<file path="src/rtl/e1fd_pkg.sv">
package e1fd_pkg;
    localparam int DEF_SLOTS     = 32;
    localparam int DEF_SLOT_BITS = 8;
    localparam int CTRL_RX_BIT   = 0;
    localparam int CTRL_TX_BIT   = 1;
    localparam int TS_FRAMING    = 0;
    localparam int TS_SIGNALING  = 16;

    typedef enum logic [1:0] {
        SRC_PCM = 2'd0,
        SRC_OVH = 2'd1,
        SRC_SIG = 2'd2,
        SRC_INS = 2'd3
    } tx_src_e;
endpackage

</file>
<file path="src/rtl/e1fd_bit_timer.sv">
module e1fd_bit_timer #(
    parameter int NUM_SLOTS = e1fd_pkg::DEF_SLOTS,
    parameter int SLOT_BITS = e1fd_pkg::DEF_SLOT_BITS,
    localparam int TOTAL  = NUM_SLOTS * SLOT_BITS,
    localparam int CNT_W  = $clog2(TOTAL),
    localparam int BIT_W  = $clog2(SLOT_BITS),
    localparam int SLOT_W = $clog2(NUM_SLOTS)
) (
    input  logic              clk,
    input  logic              rst_n,
    input  logic              frame_sync,
    output logic [SLOT_W-1:0] slot_idx
);
    typedef struct packed {
        logic [CNT_W-1:0] cnt;
    } tmr_t;

    tmr_t             tmr_d, tmr_q;
    logic [CNT_W-1:0] pos;

    // A sync pulse forces the current bit to position 0 without delay.
    always_comb begin
        tmr_d   = tmr_q;
        pos     = frame_sync ? '0 : tmr_q.cnt;
        tmr_d.cnt = (pos == CNT_W'(TOTAL - 1)) ? '0 : CNT_W'(pos + 1'b1);
        slot_idx  = pos[CNT_W-1:BIT_W];
    end

    always_ff @(posedge clk) begin
        if (!rst_n) tmr_q <= '0;
        else        tmr_q <= tmr_d;
    end

    assert_sync_restart_R3: assert property (@(posedge clk) disable iff (!rst_n)
        frame_sync |=> tmr_q.cnt == CNT_W'(1));
endmodule

</file>
<file path="src/rtl/e1fd_cfg_regs.sv">
module e1fd_cfg_regs #(
    parameter int NUM_SLOTS = e1fd_pkg::DEF_SLOTS,
    parameter int ADDR_W    = 3,
    localparam int NUM_BYTES = NUM_SLOTS / 8,
    localparam int CTRL_ADDR = NUM_BYTES
) (
    input  logic                 clk,
    input  logic                 rst_n,
    input  logic                 reg_we,
    input  logic [ADDR_W-1:0]    reg_addr,
    input  logic [7:0]           reg_wdata,
    output logic [7:0]           reg_rdata,
    output logic [NUM_SLOTS-1:0] slot_mask,
    output logic                 rx_en,
    output logic                 tx_en
);
    import e1fd_pkg::*;

    typedef struct packed {
        logic [NUM_SLOTS-1:0] mask;
        logic                 rx_en;
        logic                 tx_en;
    } cfg_t;

    cfg_t cfg_d, cfg_q;

    always_comb begin
        cfg_d = cfg_q;
        if (reg_we) begin
            for (int b = 0; b < NUM_BYTES; b++) begin
                if (reg_addr == ADDR_W'(b)) cfg_d.mask[b*8 +: 8] = reg_wdata;
            end
            if (reg_addr == ADDR_W'(CTRL_ADDR)) begin
                cfg_d.rx_en = reg_wdata[CTRL_RX_BIT];
                cfg_d.tx_en = reg_wdata[CTRL_TX_BIT];
            end
        end
    end

    always_comb begin
        reg_rdata = '0;
        for (int b = 0; b < NUM_BYTES; b++) begin
            if (reg_addr == ADDR_W'(b)) reg_rdata = cfg_q.mask[b*8 +: 8];
        end
        if (reg_addr == ADDR_W'(CTRL_ADDR)) begin
            reg_rdata[CTRL_RX_BIT] = cfg_q.rx_en;
            reg_rdata[CTRL_TX_BIT] = cfg_q.tx_en;
        end
    end

    always_ff @(posedge clk) begin
        if (!rst_n) cfg_q <= '0;
        else        cfg_q <= cfg_d;
    end

    assign slot_mask = cfg_q.mask;
    assign rx_en     = cfg_q.rx_en;
    assign tx_en     = cfg_q.tx_en;

    assert_low_byte_write_R2: assert property (@(posedge clk) disable iff (!rst_n)
        (reg_we && reg_addr == '0) |=> slot_mask[7:0] == $past(reg_wdata));
endmodule

</file>
<file path="src/rtl/e1fd_slot_mux.sv">
module e1fd_slot_mux #(
    parameter int NUM_SLOTS = e1fd_pkg::DEF_SLOTS,
    localparam int SLOT_W = $clog2(NUM_SLOTS)
) (
    input  logic [NUM_SLOTS-1:0] slot_mask,
    input  logic [SLOT_W-1:0]    slot_idx,
    input  logic                 rx_en,
    input  logic                 tx_en,
    input  logic                 rx_bit,
    input  logic                 tx_pcm_bit,
    input  logic                 tx_ovh_bit,
    input  logic                 tx_sig_bit,
    input  logic                 sig_en,
    input  logic                 dl_en,
    input  logic                 ins_bit,
    output logic                 drop_clk,
    output logic                 drop_data,
    output logic                 ins_strobe,
    output logic                 tx_out
);
    import e1fd_pkg::*;

    logic    slot_sel;
    tx_src_e src;

    always_comb begin
        slot_sel  = slot_mask[slot_idx];
        drop_clk  = rx_en & slot_sel;
        drop_data = drop_clk & rx_bit;

        // Insert wins over every framer source, slot 0 and 16 included.
        if (tx_en && slot_sel)                                      src = SRC_INS;
        else if (slot_idx == SLOT_W'(TS_FRAMING))                   src = SRC_OVH;
        else if (slot_idx == SLOT_W'(TS_SIGNALING) && (sig_en || dl_en)) src = SRC_SIG;
        else                                                        src = SRC_PCM;

        ins_strobe = (src == SRC_INS);
        unique case (src)
            SRC_INS: tx_out = ins_bit;
            SRC_OVH: tx_out = tx_ovh_bit;
            SRC_SIG: tx_out = tx_sig_bit;
            default: tx_out = tx_pcm_bit;
        endcase
    end
endmodule

</file>
<file path="src/rtl/e1_frac_dropins.sv">
module e1_frac_dropins #(
    parameter int NUM_SLOTS = e1fd_pkg::DEF_SLOTS,
    parameter int SLOT_BITS = e1fd_pkg::DEF_SLOT_BITS,
    parameter int ADDR_W    = 3,
    localparam int SLOT_W = $clog2(NUM_SLOTS)
) (
    input  logic              clk,
    input  logic              rst_n,
    input  logic              reg_we,
    input  logic [ADDR_W-1:0] reg_addr,
    input  logic [7:0]        reg_wdata,
    output logic [7:0]        reg_rdata,
    input  logic              frame_sync,
    input  logic              rx_bit,
    output logic              drop_clk,
    output logic              drop_data,
    input  logic              tx_pcm_bit,
    input  logic              tx_ovh_bit,
    input  logic              tx_sig_bit,
    input  logic              sig_en,
    input  logic              dl_en,
    input  logic              ins_bit,
    output logic              ins_strobe,
    output logic              tx_out
);
    logic [NUM_SLOTS-1:0] mask_w;
    logic                 rx_en_w, tx_en_w;
    logic [SLOT_W-1:0]    slot_w;

    e1fd_bit_timer #(.NUM_SLOTS(NUM_SLOTS), .SLOT_BITS(SLOT_BITS)) u_timer (
        .clk(clk), .rst_n(rst_n), .frame_sync(frame_sync), .slot_idx(slot_w)
    );

    e1fd_cfg_regs #(.NUM_SLOTS(NUM_SLOTS), .ADDR_W(ADDR_W)) u_regs (
        .clk(clk), .rst_n(rst_n), .reg_we(reg_we), .reg_addr(reg_addr),
        .reg_wdata(reg_wdata), .reg_rdata(reg_rdata), .slot_mask(mask_w),
        .rx_en(rx_en_w), .tx_en(tx_en_w)
    );

    e1fd_slot_mux #(.NUM_SLOTS(NUM_SLOTS)) u_mux (
        .slot_mask(mask_w), .slot_idx(slot_w), .rx_en(rx_en_w), .tx_en(tx_en_w),
        .rx_bit(rx_bit), .tx_pcm_bit(tx_pcm_bit), .tx_ovh_bit(tx_ovh_bit),
        .tx_sig_bit(tx_sig_bit), .sig_en(sig_en), .dl_en(dl_en), .ins_bit(ins_bit),
        .drop_clk(drop_clk), .drop_data(drop_data), .ins_strobe(ins_strobe),
        .tx_out(tx_out)
    );

    assert_drop_in_mask_R4: assert property (@(posedge clk) disable iff (!rst_n)
        drop_clk |-> mask_w[slot_w]);
    assert_drop_quiet_R4: assert property (@(posedge clk) disable iff (!rst_n)
        !drop_clk |-> !drop_data);
    assert_rx_off_R5: assert property (@(posedge clk) disable iff (!rst_n)
        !rx_en_w |-> !drop_clk);
    assert_insert_data_R6: assert property (@(posedge clk) disable iff (!rst_n)
        ins_strobe |-> (tx_out == ins_bit && tx_en_w));
    assert_ts0_framer_R8: assert property (@(posedge clk) disable iff (!rst_n)
        (slot_w == '0 && !ins_strobe) |-> tx_out == tx_ovh_bit);
endmodule

</file>
<file path="config.mk">
export PLATFORM = sky130hd
export DESIGN_NAME = e1_frac_dropins
export DESIGN_NICKNAME = d
export VERILOG_FILES = /design/src/rtl/e1fd_pkg.sv /design/src/rtl/e1fd_bit_timer.sv /design/src/rtl/e1fd_cfg_regs.sv /design/src/rtl/e1fd_slot_mux.sv /design/src/rtl/e1_frac_dropins.sv
export SDC_FILE = /design/constraint.sdc
export NUM_CORES = 1
export LEC_CHECK = 0
export BUFFER_PORTS_ARGS = -buffer_cell sky130_fd_sc_hd__buf_2
export CORE_UTILIZATION = 35
export CTS_BUF_LIST = sky130_fd_sc_hd__clkbuf_8
export DETAILED_ROUTE_END_ITERATION = 16
export PLACE_DENSITY = 0.55
export RECOVER_POWER = 25
export SYNTH_ARGS = -nofsm -noshare
export SYNTH_HDL_FRONTEND = slang
export SYNTH_HIERARCHICAL = 1
export SYNTH_SLANG_ARGS = --single-unit
</file>
<file path="constraint.sdc">
create_clock -name clk -period 2.66 [get_ports clk]
set_input_delay 0.266 -clock clk [delete_from_list [all_inputs] [get_ports clk]]
set_output_delay 0.266 -clock clk [all_outputs]
set_load 0.01 [all_outputs]
</file>
==> results.md, run 1 <==
- Slew @ Worst Pin: 1630 ps
- # diodes: 0
- Slowest Stage Delay on Critical Path: 400 ps
- DRC: 0
- Yosys warns: 6
- Worst Setup Start Kind: register
- Setup WS post-layout: 73.7 ps
- Synthesis-to-layout area growth: 16.7%
- Die W: 86.8 um
- Total GRT Usage: 16.9%
- I/O pin total: 34
- Clk_skew: 4.56 ps
- Initial drt markers: 52
- Reg power frac: 54.2%
- Layout cells sized above 1: 27.0%
- Largest net degree at the start of global routing: 38
- Switching Power: 299 uW
- Maxcap violations: 1
- Met3 usage: 2.95%
- DP Wirelength: 4270 um
- Family with the most delay on the worst path: simple AND/OR/NAND/NOR gates
- Dpl ws: 30.7 ps
- DR pass1 iterations: 4
- Comb pwr share: 9.7%
- Worst R2R Start: u_timer/tmr_q[0]
- Top_reg_cell synth: dfxtp_1
- Crit path cell chain: and2b_4, or3b_4, o221ai_2, and4b_1, a211o_1, mux2_4, buf_6
- Vias in the first global route: 1,863
- Yosys top cell by area: dfxtp_1
- Post-synthesis mux area share: 21.9%
- CTS root buf: clkbuf_8
- Worst-skew pair later-pin latency: 290 ps
- # nets final: 315
- Final Util: 42.7%
- Total CTS buffers: 5
- Post-synthesis sequential area ratio: 33.4%
- HP Class: primary input to register
- Mapped Cells: 257
- Compound-gate portion of the synthesized area: 9.30%
- Power density over the cells: 410 nW/um^2
- Cell with the most instances after synthesis: dfxtp_1
- Setup_tns: 0 ps
- Tcrit/Tclk final: 97.2%
- Violated checks: max-capacitance violations, max-slew violations
- # rows: 30
- Syn_area_per_cell: 9.79 um^2
- Synth unique cells: 49
- CTS tree: done
- Initial Utilization: 36.6%
- Gpl congestion: 0.783
- Simple-gate share of the synthesized area: 27.2%
- Busiest metal layer after global routing: met2
- Met2 usage: 27.2%
- Status: finished with violations
- Min Clock Period, post-route: 2590 ps
- Setup Crit Path Kind: register to output pin
- Syn_nets: 280
- Number of port buffers: 33
- CTS sink cnt: 42
- Worst vdd ir: 0.226 mV
- Sw frac: 24.8%
- Core footprint: 6870 um^2
- Slew headroom: -10.3%
- Synth Area in Adders: 0.498%
- First-pass GRT wire length: 9530 um
- Fmax: 387 MHz
- Die Area: 7530 um^2
- Top post-synthesis cells by area: dfxtp_1 33%, mux2i_1 12%, nor2b_1 7.2%
- Synth top area share: 33.4%
- Async set-or-reset flop fraction in the synthesized netlist: 0%
- HP Start: reg_wdata[6]
- DR vias/cell: 5.04
- Critical path buffers and inverters: 1
- Post-synth top cells: 42 x dfxtp_1, 34 x nand2_1, 30 x mux2i_1
- Post-synth EDFFs: 0
- Gr ovfl total: 0
- Seq cells post-synth: 42
- WHS: 242 ps
- Final hold violations: 0
- Post-Route WL: 6080 um
- Clk pwr share: 36.1%
- Critical path peak fanout: 8
- Routed vias: 1,959
- Tot Pwr: 1.20 mW
- Final ANT Viol Nets: 0
- CP Launch Point: u_timer/tmr_q[3]
- Largest family of logic cells by synthesized area: simple AND/OR/NAND/NOR gates
- Slowest CP cell: or3b_4
- LEAKAGE: 1.04 nW
- Slew Viols, Final: 9
- Finish-stage setup viols: 0
- Clk slew on worst S/H paths: 90 ps
- Die Ht: 86.8 um
- Crit path capture type: output pin
- Drt wl/cell: 15.6 um
- Required time worst endpoint: 2390 ps
- XOR/XNOR Fraction of Synth Area: 1.04%
- H-tree depth: 2
- Arr. time, crit path: 2320 ps
- Met1 usage in global routing: 23.3%
- Internal: 905 uW
- CTS Buffer Depth: 2
- Mapped Area: 2510 um^2
- Initial antenna violation count: 0
power groups by stage:
stage	combinational (mW)	clock (mW)	sequential, mW
after floorplan	0.0858	0	0.662
after global placement	0.116	0	0.667
after detailed placement	0.117	0	0.667
after CTS	0.119	0.453	0.653
after global routing	0.128	0.480	0.654
final	0.117	0.434	0.653
repair_timing:
item                                    4_1_cts  5_1_grt
hold endpoints to repair                      0        0
hold buffers                                  0        0
gates resized for setup                       8       12
pin swaps                                     4        4
buffers inserted                              7        1
endpoints found under the setup margin        1        1
metrics by stage:
step | cell area (um^2) | std cells
after global routing | 2930 | 389
after global placement | 2720 | 374
after detailed placement | 2720 | 374
after CTS | 2910 | 389
final | 2930 | 389
after floorplan | 2510 | 257
worst min-delay path, stage by stage:
cell and delay (ps):
buf_2 120, nand2_1 50, a21boi_1 50
cells in the final DEF (no fill, tap or decap), types with 2 or more instances in the layout:
cell type	instances
nor4_2	2
dfxtp_2	2
nor2b_1	26
mux4_1	3
a211o_1	2
nor3_1	5
mux2i_1	30
or3_1	3
o21ai_0	2
and4bb_1	3
nor4bb_1	2
mux4_2	7
a21boi_1	5
dfxtp_1	40
nand2_1	34
buf_12	2
nor4b_2	2
a21boi_0	11
xnor2_1	2
and3_1	2
nor2_1	7
nand3_1	5
buf_2	31
inv_1	6
nor2b_4	2
a21oi_1	4
and4b_1	2
nand3b_1	4
and2b_1	2
o21ai_1	2
clkbuf_8	6
buf_4	11
buf_6	2
layer usage:
| metal | wire [um] | vias to the layer above |
|---|---|---|
| met3 | 158 | 2 |
| met1 | 2980 | 940 |
| li1 | - | 985 |
| met2 | 2900 | 32 |
| met5 | 0 | - |
| met4 | 29 | 0 |
cells by family after synthesis:
group                    Yosys count
XOR/XNOR                           3
AND/OR/NAND/NOR                  113
flip-flops                        42
AO/OA/AOI/OAI                     32
buffers and inverters             25
multiplexers                      41
adder cells (fa/ha/maj)            1
final timing paths:
check                               to  cells past startpoint  slack, ps
setup / recovery                tx_out                      7         70
hold / removal    u_regs/slot_mask[30]                      3        240
setup reg to reg      u_timer/tmr_q[3]                      5       1110
hold reg to reg   u_regs/slot_mask[27]                      2        480
layout make-up:
class / instances / area [um^2]
clock buffer: 6 / 82.6
clock inverter: 2 / 12.5
fill: 687 / 3940
inverter: 6 / 22.5
multi-input combinational: 190 / 1550
sequential: 42 / 843
tap: 96 / 120
timing repair buffer: 47 / 304
sequential cells by signal, summed over array words and instances, names as in the netlist:
signal / count
u_regs/rx_en: 1
u_regs/slot_mask: 32
u_regs/tx_en: 1
u_timer/tmr_q: 8
Power figures use the tool's default switching activity.
==> inputs of run 2 (changes only) <==
==> constraint.sdc (replaced) <==
create_clock -name clk -period 3.1 [get_ports clk]
set_input_delay 0.31 -clock clk [delete_from_list [all_inputs] [get_ports clk]]
set_output_delay 0.31 -clock clk [all_outputs]
set_load 0.01 [all_outputs]
==> results.md, run 2 (synthesis results as in run 1) <==
- CTS Buffer Depth: 2
- Gr ovfl total: 0
- Slew @ Worst Pin: 1810 ps
- Initial drt markers: 102
- # nets final: 304
- DP Wirelength: 4160 um
- Crit path capture type: output pin
- Leading cell type in the layout, fill and taps excluded: dfxtp_1
- Synthesis-to-layout area growth: 9.70%
- Sequential Area: 841 um^2
- Finish-stage setup viols: 0
- Family with the most delay on the worst path: simple AND/OR/NAND/NOR gates
- Die W: 86.8 um
- Slew headroom: -22.3%
- Required time worst endpoint: 2790 ps
- Max reg flops: 32
- Slew Viols, Final: 9
- Number of port buffers: 33
- Post-Route WL: 5830 um
- Setup WS post-layout: 213 ps
- Worst-skew pair later-pin latency: 300 ps
- HP Class: primary input to register
- Tcrit/Tclk final: 93.1%
- Drt wl/cell: 15.4 um
- Arr. time, crit path: 2580 ps
- Die Area: 7530 um^2
- I/O pin total: 34
- RSZ-0062 raised after global routing: no
- DR pass1 iterations: 4
- Min Clock Period, post-route: 2890 ps
- H-tree depth: 2
- Initial antenna violation count: 0
- Most frequent cells in the layout: 42 x dfxtp_1, 34 x nand2_1, 32 x buf_2
- Clk slew on worst S/H paths: 80 ps
- Setup Crit Path Kind: register to output pin
- # rows: 30
- Switching Power: 261 uW
- Total CTS buffers: 5
- Die Ht: 86.8 um
- Routed vias: 1,953
- Post-CTS Setup Bufs: 0
- Sw frac: 25.2%
- DR vias/cell: 5.17
- Worst vdd ir: 0.187 mV
- Gpl congestion: 0.776
- Setup_tns: 0 ps
- Final hold violations: 0
- First-pass GRT wire length: 9600 um
- Slowest CP cell: dfxtp_1
- Worst Setup Start Kind: register
- Critical path buffers and inverters: 1
- Clk_skew: 1.91 ps
- Power density over the cells: 375 nW/um^2
- Status: finished with violations
- Clk pwr share: 36.5%
- Crit path cell chain: and2b_2, or3b_1, o221ai_1, and4b_1, a211o_1, mux2_4, buf_2
- Multi-input gate area: 1490 um^2
- # diodes: 0
- LEAKAGE: 0.973 nW
- Final ANT Viol Nets: 0
- Critical path peak fanout: 11
- Total GRT Usage: 16.9%
- CTS sink cnt: 42
- Maxcap violations: 1
- Violated checks: max-capacitance violations, max-slew violations
- Fillers: 694
- CTS tree: done
- Fmax: 346 MHz
- Core footprint: 6870 um^2
- Slowest Stage Delay on Critical Path: 430 ps
- Layout cells sized above 1: 19.9%
- Vias in the first global route: 1,832
- WHS: 277 ps
- CTS root buf: clkbuf_8
- DRC: 0
- Initial Utilization: 36.6%
- Largest net degree at the start of global routing: 38
- Comb pwr share: 9.4%
- Dpl ws: 339 ps
- Internal: 775 uW
- Reg power frac: 54.0%
run 2: changes by cell type in the layout (fill, tap and decap cells not counted), sizes merged:
| cell | before | now |
|---|---|---|
| buf | 46 | 35 |
run 2: layer usage:
layer	up-vias	global-route usage, %	wire, um
met2	41	24.9	2590
met3	6	3.43	208
met5	-	0	0
li1	963	-	-
met1	943	24.5	2970
met4	0	5.76	68
run 2: path summary, 6_finish.rpt:
check	startpoint	end	slack [ps]	cells after the start
worst max-delay path	u_timer/tmr_q[3]	tx_out	210	7
worst min-delay path	reg_wdata[6]	u_regs/slot_mask[6]	280	3
worst max register to register	u_timer/tmr_q[0]	u_timer/tmr_q[3]	1540	5
worst min register to register	u_regs/slot_mask[6]	u_regs/slot_mask[6]	480	2
run 2: power groups by stage:
stage / Sequential (mW) / Combinational [mW] / Clock, mW
after global placement: 0.573 / 0.0996 / 0
after floorplan: 0.568 / 0.0736 / 0
after global routing: 0.561 / 0.108 / 0.415
after CTS: 0.560 / 0.100 / 0.389
final: 0.560 / 0.0976 / 0.378
after detailed placement: 0.572 / 0.100 / 0
run 2: final cells by class:
cell class / count / share of cell area [%]
multi-input combinational: 190 / 54.1
sequential: 42 / 30.5
timing repair buffer: 36 / 6.76
tap: 96 / 4.35
clock buffer: 6 / 2.99
inverter: 6 / 0.816
clock inverter: 2 / 0.454
run 2: repair_timing:
item | CTS | global route
resized for setup | 0 | 1
setup endpoints to repair | 0 | 1
hold buffers | 0 | 0
run 2: worst register-to-register path: stages, from the launching register on:
cell and delay (ps):
dfxtp_1 350, nor2b_1 180, ha_1 230, nand2_1 120
o31ai_2 460, nor3_1 100
run 2: stage by stage:
stage          utilization (%)  area (um^2)  std cells  power, mW
2_1_floorplan                -         2510        257      0.642
3_3_place_gp              39.0         2680        370      0.672
3_5_place_dp              39.0         2680        370      0.673
4_1_cts                   40.4         2770        378       1.05
5_1_grt                   40.2         2760        378       1.08
6_report                  40.2         2760        378       1.04
==> inputs of run 3 (changes only) <==
--- a/config.mk
+++ b/config.mk
@@ -11,6 +11,7 @@
 export DETAILED_ROUTE_END_ITERATION = 16
 export PLACE_DENSITY = 0.55
 export RECOVER_POWER = 25
+export REMOVE_ABC_BUFFERS = 1
 export SYNTH_ARGS = -nofsm -noshare
 export SYNTH_HDL_FRONTEND = slang
 export SYNTH_HIERARCHICAL = 1
==> results.md, run 3 (synthesis results as in run 1) <==
- # rows: 30
- Tot Pwr: 1.02 mW
- Required time worst endpoint: 2790 ps
- Final ANT Viol Nets: 0
- Slowest Stage Delay on Critical Path: 430 ps
- Initial antenna violation count: 0
- Clk slew on worst S/H paths: 80 ps
- Most frequent cells in the layout: 42 x dfxtp_1, 34 x nand2_1, 32 x buf_2
- Final non-filler cell total: 378
- Worst vdd ir: 0.205 mV
- CTS Buffer Depth: 2
- HP Class: primary input to register
- DRC: 0
- Synthesis-to-layout area growth: 9.55%
- Initial drt markers: 90
- Worst-skew pair later-pin latency: 290 ps
- Die W: 86.8 um
- Critical path peak fanout: 11
- Maxcap violations: 1
- Reg power frac: 55.0%
- Min Clock Period, post-route: 2910 ps
- H-tree depth: 2
- DR pass1 iterations: 4
- Slew headroom: -23.2%
- # nets final: 304
- Hold path cells: 3
- Status: finished with violations
- DP Wirelength: 4260 um
- Finish-stage setup viols: 0
- Internal: 772 uW
- Core footprint: 6870 um^2
- I/O pin total: 34
- Post-Route WL: 5880 um
- CTS root buf: clkbuf_8
- Leading cell type in the layout, fill and taps excluded: dfxtp_1
- Fmax: 344 MHz
- Violated checks: max-capacitance violations, max-slew violations
- Drt wl/cell: 15.6 um
- Crit path cell chain: and2b_2, or3b_1, o221ai_1, and4b_1, a211o_1, mux2_4, buf_2
- Gr ovfl total: 0
- Initial Utilization: 36.6%
- # diodes: 0
- Comb pwr share: 9.5%
- Final hold violations: 0
- Gpl congestion: 0.781
- Total CTS buffers: 5
- Slew Viols, Final: 9
- Crit path capture type: output pin
- Tcrit/Tclk final: 93.9%
- First-pass GRT wire length: 9420 um
- CTS tree: done
- Worst Setup Start Kind: register
- Setup_tns: 0 ps
- Arr. time, crit path: 2600 ps
- Sw frac: 24.1%
- Clk_skew: 0.893 ps
- Fillers: 728
- Die Ht: 86.8 um
- Total GRT Usage: 16.8%
- LEAKAGE: 0.976 nW
- Die Area: 7530 um^2
- Setup Crit Path Kind: register to output pin
- Slew @ Worst Pin: 1820 ps
- Number of port buffers: 33
- Switching Power: 245 uW
- RSZ-0062 raised after global routing: no
- Layout cells sized above 1: 19.5%
- Clk pwr share: 35.4%
- Vias in the first global route: 1,731
- R2r setup slk: 1540 ps
- DR vias/cell: 5.08
- Largest net degree at the start of global routing: 38
- Slowest CP cell: dfxtp_1
- Power density over the cells: 369 nW/um^2
- CTS sink cnt: 42
- Number of cells on the worst reg-to-reg path: 5
- Post-Place Cells: 370
- Max reg flops: 32
- Routed vias: 1,922
## run 3: per-stage QoR
stage,setup WS [ps],hold slack [ps],utilization (%),cell area [um^2]
2_1_floorplan,497,387,-,2370
3_5_place_dp,310,464,39.0,2680
3_3_place_gp,358,458,39.0,2680
6_report,189,286,40.1,2760
5_1_grt,45.8,288,40.1,2760
4_1_cts,96.4,282,40.3,2770
## run 3: power by group through the flow
stage	registers [mW]	clock network (mW)	logic [mW]
2_1_floorplan	0.568	0	0.0511
3_3_place_gp	0.572	0	0.0989
3_5_place_dp	0.572	0	0.0998
4_1_cts	0.560	0.373	0.100
5_1_grt	0.561	0.397	0.107
6_report	0.560	0.360	0.0969
## run 3: critical path: cells and delay by family, from the launching register on
family	cells	cell delay [ps]
and+or+nand+nor	3	940
buffers and inverters	1	140
muxes	1	300
DFF	1	430
AOI/OAI and AO/OA	2	500
## run 3: final timing paths
kind,from,end
max reg2reg,u_timer/tmr_q[0],u_timer/tmr_q[4]
min,reg_wdata[5],u_regs/slot_mask[5]
max,u_timer/tmr_q[3],tx_out
min reg2reg,u_regs/slot_mask[5],u_regs/slot_mask[5]
## run 3: timing repair
item                                    CTS  global route
setup buffers                             0             0
hold buffers                              0             0
endpoints found under the setup margin    0             1
resized for setup                         0             1
## run 3: cell type report
class	count	area (um^2)	share of cell area, %
repair buffers	36	186	6.77
clock buffers	6	82.6	3.00
clock inverters	2	8.76	0.318
flip-flops and latches	42	841	30.5
inverters	6	22.5	0.817
multi-input cells	190	1490	54.2
well taps	96	120	4.36
## run 3: metal layers
| layer | up-vias | global-route usage [%] | routed length, um |
|---|---|---|---|
| met3 | 4 | 3.33 | 216 |
| met4 | 0 | 4.55 | 48 |
| met1 | 916 | 24.0 | 3010 |
| met5 | - | 0 | 0 |
| li1 | 968 | - | - |
| met2 | 34 | 25.7 | 2610 |
